<file path="config.mk">
export PLATFORM = sky130hd
export DESIGN_NAME = immOperandFormer
export DESIGN_NICKNAME = d
export VERILOG_FILES = /design/src/rtl/immfmt_pkg.sv /design/src/rtl/immPrefixCtrl.sv /design/src/rtl/immDatapath.sv /design/src/rtl/immOperandFormer.sv
export SDC_FILE = /design/constraint.sdc
export NUM_CORES = 1
export LEC_CHECK = 0
export BUFFER_PORTS_ARGS = -buffer_cell sky130_fd_sc_hd__clkbuf_2
export CAP_MARGIN = 20
export CORE_MARGIN = 1.5
export CORE_UTILIZATION = 46
export DETAILED_ROUTE_END_ITERATION = 12
export PLACE_DENSITY = 0.74
export SYNTH_ARGS = -nofsm -noshare
export SYNTH_HDL_FRONTEND = slang
export SYNTH_SLANG_ARGS = --single-unit
</file>
<file path="constraint.sdc">
create_clock -name clk -period 1.33 [get_ports clk]
set_input_delay 0.1995 -clock clk [delete_from_list [all_inputs] [get_ports clk]]
set_output_delay 0.1995 -clock clk [all_outputs]
set_load 0.005 [all_outputs]
</file>
<file path="src/rtl/immfmt_pkg.sv">
package immfmt_pkg;
  localparam int INSTR_W = 32;
  localparam int OP_W    = 6;
  localparam int REG_W   = 5;
  localparam int IMM_W   = 16;

  typedef struct packed {
    logic accept;     // word taken this cycle
    logic loadUpper;  // latch the prefix half
    logic selTypeB;   // register-immediate format
    logic usePrefix;  // join the pending half
    logic prefixOp;   // word is the prefix
  } ctrlStrobes_t;
endpackage

</file>
<file path="src/rtl/immPrefixCtrl.sv">
module immPrefixCtrl
  import immfmt_pkg::*;
#(
  parameter logic [OP_W-1:0] PREFIX_OP   = 6'b101100,
  parameter int              TYPE_B_BIT  = 3
) (
  input  logic               clk,
  input  logic               rstN,
  input  logic               instrValid,
  input  logic [OP_W-1:0]    opcode,
  input  logic               stall,
  input  logic               flush,
  output ctrlStrobes_t       strobes,
  output logic               outValid
);
  logic prefixValid;
  logic isTypeB;
  logic isPre;

  assign isTypeB = opcode[TYPE_B_BIT];
  assign isPre   = (opcode == PREFIX_OP);

  always_comb begin
    strobes.accept    = instrValid && !stall && !flush;
    strobes.prefixOp  = isPre;
    strobes.selTypeB  = isTypeB;
    strobes.loadUpper = strobes.accept && isPre;
    strobes.usePrefix = prefixValid && isTypeB;
  end

  always_ff @(posedge clk) begin
    if (!rstN) begin
      prefixValid <= 1'b0;
      outValid    <= 1'b0;
    end else if (flush) begin
      prefixValid <= 1'b0;
      outValid    <= 1'b0;
    end else if (!stall) begin
      outValid <= instrValid;
      if (instrValid) prefixValid <= isPre;
    end
  end

  p_flush_clears_r7: assert property (@(posedge clk) disable iff (!rstN)
    flush |=> (!prefixValid && !outValid));
  p_stall_holds_prefix_r8: assert property (@(posedge clk) disable iff (!rstN)
    (stall && !flush) |=> ($stable(prefixValid) && $stable(outValid)));
  p_prefix_single_use_r6: assert property (@(posedge clk) disable iff (!rstN)
    (strobes.accept && !isPre) |=> !prefixValid);
  p_prefix_armed_r4: assert property (@(posedge clk) disable iff (!rstN)
    strobes.loadUpper |=> prefixValid);
endmodule

</file>
<file path="src/rtl/immDatapath.sv">
module immDatapath
  import immfmt_pkg::*;
(
  input  logic               clk,
  input  logic               rstN,
  input  ctrlStrobes_t       strobes,
  input  logic [INSTR_W-1:0] instr,
  output logic [REG_W-1:0]   rdIdx,
  output logic [REG_W-1:0]   raIdx,
  output logic [REG_W-1:0]   rbIdx,
  output logic               typeB,
  output logic [INSTR_W-1:0] immOut,
  output logic               isPrefix
);
  localparam int EXT_W = INSTR_W - IMM_W;

  logic [IMM_W-1:0]   upperQ;
  logic [IMM_W-1:0]   lowHalf;
  logic [INSTR_W-1:0] immNext;

  assign lowHalf = instr[IMM_W-1:0];

  always_comb begin
    if (!strobes.selTypeB)
      immNext = '0;
    else if (strobes.usePrefix)
      immNext = {upperQ, lowHalf};
    else
      immNext = {{EXT_W{lowHalf[IMM_W-1]}}, lowHalf};
  end

  always_ff @(posedge clk) begin
    if (!rstN) begin
      upperQ   <= '0;
      rdIdx    <= '0;
      raIdx    <= '0;
      rbIdx    <= '0;
      typeB    <= 1'b0;
      immOut   <= '0;
      isPrefix <= 1'b0;
    end else if (strobes.accept) begin
      if (strobes.loadUpper) upperQ <= lowHalf;
      rdIdx    <= instr[INSTR_W-OP_W-1 -: REG_W];
      raIdx    <= instr[INSTR_W-OP_W-REG_W-1 -: REG_W];
      rbIdx    <= instr[IMM_W-1 -: REG_W];
      typeB    <= strobes.selTypeB;
      immOut   <= immNext;
      isPrefix <= strobes.prefixOp;
    end
  end

  p_join_after_prefix_r5: assert property (@(posedge clk) disable iff (!rstN)
    (strobes.accept && strobes.usePrefix) |=>
      (immOut == {$past(upperQ), $past(lowHalf)}));
  p_sign_extend_r3: assert property (@(posedge clk) disable iff (!rstN)
    (strobes.accept && strobes.selTypeB && !strobes.usePrefix) |=>
      (immOut[INSTR_W-1:IMM_W] == {EXT_W{immOut[IMM_W-1]}}));
  p_type_a_zero_r2: assert property (@(posedge clk) disable iff (!rstN)
    (strobes.accept && !strobes.selTypeB) |=> (immOut == '0 && !typeB));
  p_hold_outputs_r8: assert property (@(posedge clk) disable iff (!rstN)
    !strobes.accept |=> ($stable(immOut) && $stable(upperQ) && $stable(rdIdx)));
endmodule

</file>
<file path="src/rtl/immOperandFormer.sv">
module immOperandFormer
  import immfmt_pkg::*;
#(
  parameter logic [5:0] PREFIX_OP  = 6'b101100,
  parameter int         TYPE_B_BIT = 3
) (
  input  logic        clk,
  input  logic        rstN,
  input  logic        instrValid,
  input  logic [31:0] instr,
  input  logic        stall,
  input  logic        flush,
  output logic        outValid,
  output logic [4:0]  rdIdx,
  output logic [4:0]  raIdx,
  output logic [4:0]  rbIdx,
  output logic        typeB,
  output logic [31:0] immOut,
  output logic        isPrefix
);
  ctrlStrobes_t strobes;

  immPrefixCtrl #(.PREFIX_OP(PREFIX_OP), .TYPE_B_BIT(TYPE_B_BIT)) uCtrl (
    .clk(clk), .rstN(rstN), .instrValid(instrValid),
    .opcode(instr[INSTR_W-1 -: OP_W]), .stall(stall), .flush(flush),
    .strobes(strobes), .outValid(outValid)
  );

  immDatapath uData (
    .clk(clk), .rstN(rstN), .strobes(strobes), .instr(instr),
    .rdIdx(rdIdx), .raIdx(raIdx), .rbIdx(rbIdx), .typeB(typeB),
    .immOut(immOut), .isPrefix(isPrefix)
  );

  p_accept_latency_r10: assert property (@(posedge clk) disable iff (!rstN)
    (instrValid && !stall && !flush) |=> outValid);
endmodule

</file>
==> out/summary.txt <==
Worst Max-Slew Pin Slew -> 0.354 ns
worst hold slack -> 0.0891 ns
syn_nets -> 356
mux cell area share after synthesis -> 12.1%
crit end category -> flip-flop
number of top-level pins -> 87
DR WL/cell -> 12.9 um
# resized after CTS -> 0
share of cells above drive strength 1 -> 33.5%
Peak VDD IR -> 0.692 mV
Setup Skew -> 0.00597 ns
clock share of power -> 41.0%
final WL -> 6.25 mm
CTS sink count -> 67
Synth Area in Simple Gates -> 21.5%
Synth Area in Compound Gates -> 13.4%
Die Ht -> 81.3 um
combinational power share -> 8.2%
path depth of the worst reg2reg path -> 4
CP Class -> flip-flop to flip-flop
Netlist Area Pre-Place -> 2820 um2
DRT antenna net count -> 0
metal3 WL -> 321 um
CTS tree -> yes
Syn Inst Count -> 319
count of input and output buffers -> 86
commonest non-fill, non-tap cell in the layout -> nand2_1
hold crit path type -> primary input to flip-flop
largest net degree at the start of global routing -> 83
synthesized area per cell -> 8.84 um2
Post-Synth Adder-Cell Area -> 0%
area of the core -> 5920 um2
ANT cells -> 0
Flop pwr share -> 50.8%
most frequent cells in the layout -> nand2_1, clkbuf_2, dfxtp_1
Die W -> 81.3 um
DR pass1 iterations -> 5
Seq. cell area -> 1340 um2
nets -> 442
Max Used Layer -> met4
Net Sw Frac -> 22.1%
nature of the critical path startpoint -> flip-flop
P_int -> 3.16 mW
HPWL after DPL -> 4.33 mm
row count -> 28
RSZ-0062 raised after global routing -> no
Initial Util -> 47.6%
CP arrival -> 1.34 ns
vias in the first global route -> 2262
DP Worst Slack -> -0.0865 ns
initial drt markers -> 106
Pins Over Slew Limit -> 0
Worst-path clk slew -> 0.07 ns
Final Hold Violating Endpoints -> 0
Hold-fix buffers, CTS -> 0
met2 routed WL -> 3.01 mm
pwr/cell area -> 1140 nW/um2
GR Overflow Total -> 0
largest family of logic cells by synthesized area -> simple AND/OR/NAND/NOR gates
Multi-input gate area -> 1330 um2
XOR/XNOR Fraction of Synth Area -> 0%
Seq/Total Area, Yosys -> 47.6%
Clock Latency Late Sink -> 0.33 ns
Residual DRC -> 0
Final period util -> 84.1%
Critical path origin -> uCtrl.prefixValid
synth warn -> 0
status -> finished clean
Fmax -> 894 MHz
worst reg-to-reg setup slack -> 0.21 ns
crit path capture -> uData.immOut[16]
leakage power -> 1.45 nW
crit path max fanout -> 8
routed length on met1 -> 2.81 mm
post-route cell area -> 3560 um2
clk root buf -> clkbuf_8
final core utilization -> 60.1%
area grow syn2layout -> 26.1%
CP required -> 1.55 ns
final worst path period need -> 1.12 ns
final std cells w/o fill -> 484
routed vias -> 2376
Fillers -> 544
sw power -> 0.898 mW
Yosys reg bits -> 67
initial antenna violation count -> 0
Worst R2R Start -> uCtrl.prefixValid
Netlist cell types -> 22
Inst Count DP -> 469
Slew HR -> 76.4%
reg2reg end -> uData.immOut[16]
post-place instance area -> 3360 um2
total CTS buffers -> 9
max cap viols -> 0
H-tree depth -> 3
GRT Overall Usage -> 20.1%
via density per instance -> 4.91
Die Area -> 6610 um2
clk buf depth -> 2
first-pass GRT wire length -> 10.1 mm
post-CTS setup buffer count -> 0
final setup fails -> 0
setup ws final -> 0.211 ns
Routability Congestion -> 0.699
[cell families (layout without fill, tap and decap cells)]
kind of cell           count (synthesis)  count (layout)
AOI/OAI and AO/OA                     51              51
buffers and inverters                 30             120
DFF                                   67              67
muxes                                 32              32
and+or+nand+nor                      139             139
[critical path, cell delays in order (launching register included)]
cell	delay, ns
dfxtp_1	0.33
buf_4	0.17
mux2_2	0.34
nand3_1	0.07
a21boi_0	0.08
[how the worst min path moves through the flow]
stage / startpoint / end / depth (start not counted)
floorplan: instr[0] / uData.upperQ[0] / 2
global placement: instr[19] / uData.raIdx[3] / 3
detailed placement: instr[25] / uData.rdIdx[4] / 3
CTS: instr[25] / uData.rdIdx[4] / 3
global route: instr[24] / uData.rdIdx[3] / 3
finish: instr[25] / uData.rdIdx[4] / 3
[area by class of cell]
| class | instances | area share [%] |
|---|---|---|
| sequential | 67 | 37.7 |
| clock inverter | 2 | 0.985 |
| multi-input combinational | 222 | 37.4 |
| timing repair buffer | 105 | 16.8 |
| tap | 75 | 2.64 |
| clock buffer | 13 | 4.47 |
[power by group through the flow]
stage | combinational [mW] | sequential, mW | clock (mW)
final | 0.333 | 2.06 | 1.66
after global routing | 0.372 | 2.06 | 1.78
after CTS | 0.338 | 2.06 | 1.71
after detailed placement | 0.337 | 2.11 | 0
after global placement | 0.333 | 2.11 | 0
after floorplan | 0.178 | 2.11 | 0
[synth_stat cells]
cell / instances / share of area [%]
and2_0: 1 / 0.22
a21boi_0: 38 / 10
nor3b_2: 1 / 0.44
a21oi_1: 2 / 0.35
nand3_1: 32 / 5.7
dfxtp_1: 67 / 48
clkbuf_1: 16 / 2.1
mux2_2: 16 / 6.4
buf_6: 2 / 0.80
and3_1: 1 / 0.22
nor2b_1: 1 / 0.22
mux2i_1: 16 / 5.7
a21boi_1: 10 / 2.7
buf_2: 10 / 1.8
buf_8: 1 / 0.53
or3b_1: 1 / 0.31
nand2_1: 98 / 13
nand2b_1: 2 / 0.44
nor4bb_2: 1 / 0.58
nand4b_1: 1 / 0.31
buf_4: 1 / 0.27
o21a_1: 1 / 0.27
[per-stage QoR]
step	setup TNS, ns	total power, mW
floorplan	0	2.29
global placement	-0.268	2.44
detailed placement	-1.23	2.44
CTS	0	4.11
global route	0	4.21
finish	0	4.06
[layer usage]
| layer | track usage (%) | vias to the layer above |
|---|---|---|
| li1 | - | 1228 |
| met5 | 0 | - |
| met4 | 10.0 | 0 |
| met1 | 23.9 | 1087 |
| met3 | 5.28 | 9 |
| met2 | 33.1 | 52 |
[flip-flops by register name (all words and copies together) (netlist names)]
register	count
uData.isPrefix	1
uData.rbIdx	5
uData.immOut	32
uCtrl.outValid	1
uData.raIdx	5
uData.typeB	1
uCtrl.prefixValid	1
uData.rdIdx	5
uData.upperQ	16
Power figures use the tool's default switching activity.
